$ cat src/rtl/ptr_change_port.sv
module ptr_change_port #(
  parameter int LINES = 4,
  parameter int SYNC_STAGES = 2
) (
  input  logic             clk,
  input  logic             rst_n,
  input  logic [LINES-1:0] raw_in,
  input  logic             rd_stb,
  output logic [7:0]       rd_data,
  output logic             irq
);

  localparam int FILL = SYNC_STAGES + 1;
  localparam int FW   = $clog2(FILL + 1);

  logic [LINES-1:0] sync_q [SYNC_STAGES];
  logic [LINES-1:0] cap_q, ref_q;
  logic [FW-1:0]    fill_q;
  logic             primed_q;
  logic             cap_valid;

  assign cap_valid = (fill_q == FW'(FILL));

  genvar g;
  generate
    for (g = 0; g < SYNC_STAGES; g++) begin : g_sync
      always_ff @(posedge clk or negedge rst_n) begin
        if (!rst_n) sync_q[g] <= '0;
        else if (g == 0) sync_q[g] <= raw_in;
        else sync_q[g] <= sync_q[g-1];
      end
    end
  endgenerate

  always_ff @(posedge clk or negedge rst_n) begin
    if (!rst_n) begin
      fill_q <= '0;
    end else if (!cap_valid) begin
      fill_q <= fill_q + 1'b1;
    end
  end

  always_ff @(posedge clk or negedge rst_n) begin
    if (!rst_n) cap_q <= '0;
    else if (!rd_stb) cap_q <= sync_q[SYNC_STAGES-1];
  end

  always_ff @(posedge clk or negedge rst_n) begin
    if (!rst_n) begin
      ref_q    <= '0;
      primed_q <= 1'b0;
    end else if (cap_valid && (rd_stb || !primed_q)) begin
      ref_q    <= cap_q;
      primed_q <= 1'b1;
    end
  end

  assign irq     = primed_q && (cap_q != ref_q);
  assign rd_data = rd_stb ? 8'(cap_q) : 8'h00;

  p_read_clears_r4: assert property (@(posedge clk) disable iff (!rst_n)
    (rd_stb && cap_valid) |=> (!rd_stb || !irq));

  p_capture_frozen_r6: assert property (@(posedge clk) disable iff (!rst_n)
    rd_stb |=> (!rd_stb || $stable(cap_q)));

  p_prime_quiet_r2: assert property (@(posedge clk) disable iff (!rst_n)
    (cap_valid && !primed_q) |=> !irq);

  p_ref_held_r8: assert property (@(posedge clk) disable iff (!rst_n)
    (primed_q && !rd_stb) |=> $stable(ref_q));

endmodule

$ cat config.mk
export PLATFORM = sky130hd
export DESIGN_NAME = ptr_change_port
export DESIGN_NICKNAME = d
export VERILOG_FILES = /design/src/rtl/ptr_change_port.sv
export SDC_FILE = /design/constraint.sdc
export NUM_CORES = 1
export LEC_CHECK = 0
export BUFFER_PORTS_ARGS = -buffer_cell sky130_fd_sc_hd__buf_4
export CAP_MARGIN = 20
export CORE_MARGIN = 1
export CORE_UTILIZATION = 35
export CTS_BUF_LIST = sky130_fd_sc_hd__clkbuf_16
export CTS_CLUSTER_SIZE = 12
export DETAILED_ROUTE_END_ITERATION = 10
export HOLD_SLACK_MARGIN = 0.03
export PLACE_DENSITY = 0.66
export SYNTH_ARGS = -nofsm -noshare
export SYNTH_HDL_FRONTEND = slang
export SYNTH_SLANG_ARGS = --single-unit
$ cat constraint.sdc
create_clock -name clk -period 1.75 [get_ports clk]
set_input_delay 0.35 -clock clk [delete_from_list [all_inputs] [get_ports clk]]
set_output_delay 0.35 -clock clk [all_outputs]
set_load 0.005 [all_outputs]
==> metrics.yaml <==
run_status: "completed"
critPathCaptureType: "output port"
nFillCells: 176
worst_slack_ns: 0.273
cp.arrival_ns: 1.13
wirelength_um: 881
wire_per_inst_um: 9.90
clk_latency_ns: 0.24
muxShareOfSynthArea_pct: 13.6
setup.worst_path.start_class: "flip-flop"
first_pass_iters: 2
reg2reg_depth: 3
path_max_fanout: 4
die_area_sq_um: 2310
syn_area_per_cell_sq_um: 15.5
final_area_sq_um: 920
grt_max_degree: 20
seqPwrFrac_pct: 47.3
clock_tree.root_cell: "clkbuf_16"
ff2ff_setup_slack_ns: 0.50
synth_fa_ha_area_share_pct: 1.68
placed_area_sq_um: 830
post_cts_buffers: 0
p_sw_w: 0.000202
layout-drive-gt1-share_pct: 48.4
hold_depth: 1
ys_ff_latch: 19
io_pins: 16
synth_cells: 48
io_buffer_count: 11
cp_slowest_cell: "dfrtp_1"
syn_area_sq_um: 743
tns_ns: 0
overflow: 0
core_sq_um: 1980
path_cells: "xnor2_1 > a41oi_1 > buf_4"
vias: 386
fmax_ghz: 0.677
initial_core_util_pct: 37.5
cpPeakStageDelay_ns: 0.40
yosys_warnings: 0
ir_worst_vdd_mv: 0.637
dp_hpwl_um: 660
drv_slew: 0
whs_ns: 0.209
ctsResizeCount: 0
dp_cells: 84
p_per_area_nw_per_um2: 1130
netlist-cell-type-count: 12
holdCritPathClass: "input pin to flip-flop"
clock_path_buffers: 2
setup_viol: 0
yosysSeqAreaShare_pct: 64.0
synth-simple-area-share_pct: 4.88
antenna_found_initial: 0
p_leak_nw: 0.407
clkTransAtPathRegs_ns: 0.05
r2r-end: "ref_q[3]"
die_h_um: 48.1
htreeDepth: 1
sw_frac_of_total_pct: 19.4
synthXorXnorAreaFrac_pct: 5.89
drtIter0Drc: 1
period_share_pct: 84.4
routabilityCongestion: 0.692
instances_no_fill: 89
synth_top_family_by_area: "multiplexers"
synth_compound_area_share_pct: 3.37
combPwrFrac_pct: 9.3
rsz0062_at_grt: "no"
worst-path-buf-inv: 1
hold_start: "raw_in[0]"
multiInputGateArea_sq_um: 234
dpl_worst_slack_ns: 0.495
clock_power_share_pct: 43.4
core.rowCount: 16
required_ns: 1.40
path_class: "flip-flop to output port"
hold_violations: 0
ant_nets: 0
diodes: 0
p_int_w: 0.000841
clkSinkCount: 19
grt_pass1_wl_um: 1660
cts_buffers: 3
fin_worst_skew_ns: 0.00127
die_x_um: 48.1
drv_cap: 0
cts_tree: "built"
grt_pass1_vias: 403
grt.total_usage_pct: 11.1
layout.area.seq_sq_um: 475
nets: 71
min_to: "sync_q[4]"
critical_path.top_delay_family: "flip-flops"
fin_crit_ns: 1.48
avgViaCountPerCell: 4.34
synthToLayoutAreaGrowth_pct: 23.7
drcViolationCount: 0
reg2reg_from: "fill_q[0]"
worst reg2reg max path, delay by kind of cell (launching register included):
family | cells | cell delay [ns]
compound gates | 1 | 0.12
fa+ha+maj | 1 | 0.28
flops | 1 | 0.39
mux | 1 | 0.35
routing by layer:
| layer | routed length, um | share of wire [%] | global-route usage (%) |
|---|---|---|---|
| met1 | 398 | 45 | 12.9 |
| met5 | 0 | 0 | 0 |
| met2 | 399 | 45 | 17.0 |
| met4 | 31 | 3.5 | 8.33 |
| met3 | 51 | 5.8 | 3.77 |
power groups by stage:
stage	sequential (W)	combinational, W	clock [W]
2_1_floorplan	0.000496	0.0000680	0
3_3_place_gp	0.000500	0.0000968	0
3_5_place_dp	0.000501	0.0000988	0
4_1_cts	0.000493	0.000101	0.000466
5_1_grt	0.000497	0.000113	0.000484
6_report	0.000493	0.0000973	0.000453
through the flow:
| stage | util [%] | total power (W) |
|---|---|---|
| 2_1_floorplan | - | 0.000564 |
| 3_3_place_gp | 41.9 | 0.000596 |
| 3_5_place_dp | 41.9 | 0.000600 |
| 4_1_cts | 46.4 | 0.00106 |
| 5_1_grt | 46.4 | 0.00109 |
| 6_report | 46.4 | 0.00104 |
layout by cell type, fill, tap and decap left out:
cell type,count
buf_4,11
and2_2,4
conb_1,4
mux2_2,9
dfrtp_1,19
or2_2,1
clkbuf_16,3
inv_1,1
xnor2_1,5
o21ai_4,1
clkinv_2,1
ha_1,1
a41oi_1,1
dlygate4sd3_1,1
layout make-up:
class / count / area share [%]
clock buffer: 3 / 8.16
clock inverter: 1 / 0.544
inverter: 1 / 0.408
multi-input combinational: 26 / 25.4
sequential: 19 / 51.7
tap: 27 / 3.67
timing repair buffer: 12 / 10.1
synthesized netlist by cell type, drive strengths merged:
cell	count	area [sq um]
mux2	9	101
xnor2	5	43.8
and2	4	30.0
buf	5	41.3
ha	1	12.5
dfrtp	19	475
conb	1	3.75
or2	1	6.26
o21ai	1	16.3
inv	1	3.75
a41oi	1	8.76
cells by family after synthesis:
group | after synthesis
AOI/OAI and AO/OA | 2
xor gates and xnor gates | 5
adders and majority gates | 1
buffers and inverters | 6
DFF | 19
muxes | 9
other | 1
and+or+nand+nor | 5
worst max-delay path by stage:
stage                     depth (start not counted)      start       end
after floorplan                                   3  fill_q[0]  ref_q[0]
after global placement                            3   cap_q[1]       irq
after detailed placement                          3  fill_q[0]  ref_q[3]
after CTS                                         3   cap_q[1]       irq
after global routing                              3   cap_q[1]       irq
final                                             3   cap_q[1]       irq
timing repair:
action | CTS | global route
hold endpoints to repair | 19 | 0
setup endpoints to repair | 0 | 0
hold buffers | 1 | 0
registers in the layout, indices dropped and copies added, names as in the netlist:
name	flops
sync_q	8
cap_q	4
ref_q	4
fill_q	2
primed_q	1
No activity file was read; power rests on OpenSTA's default activity.
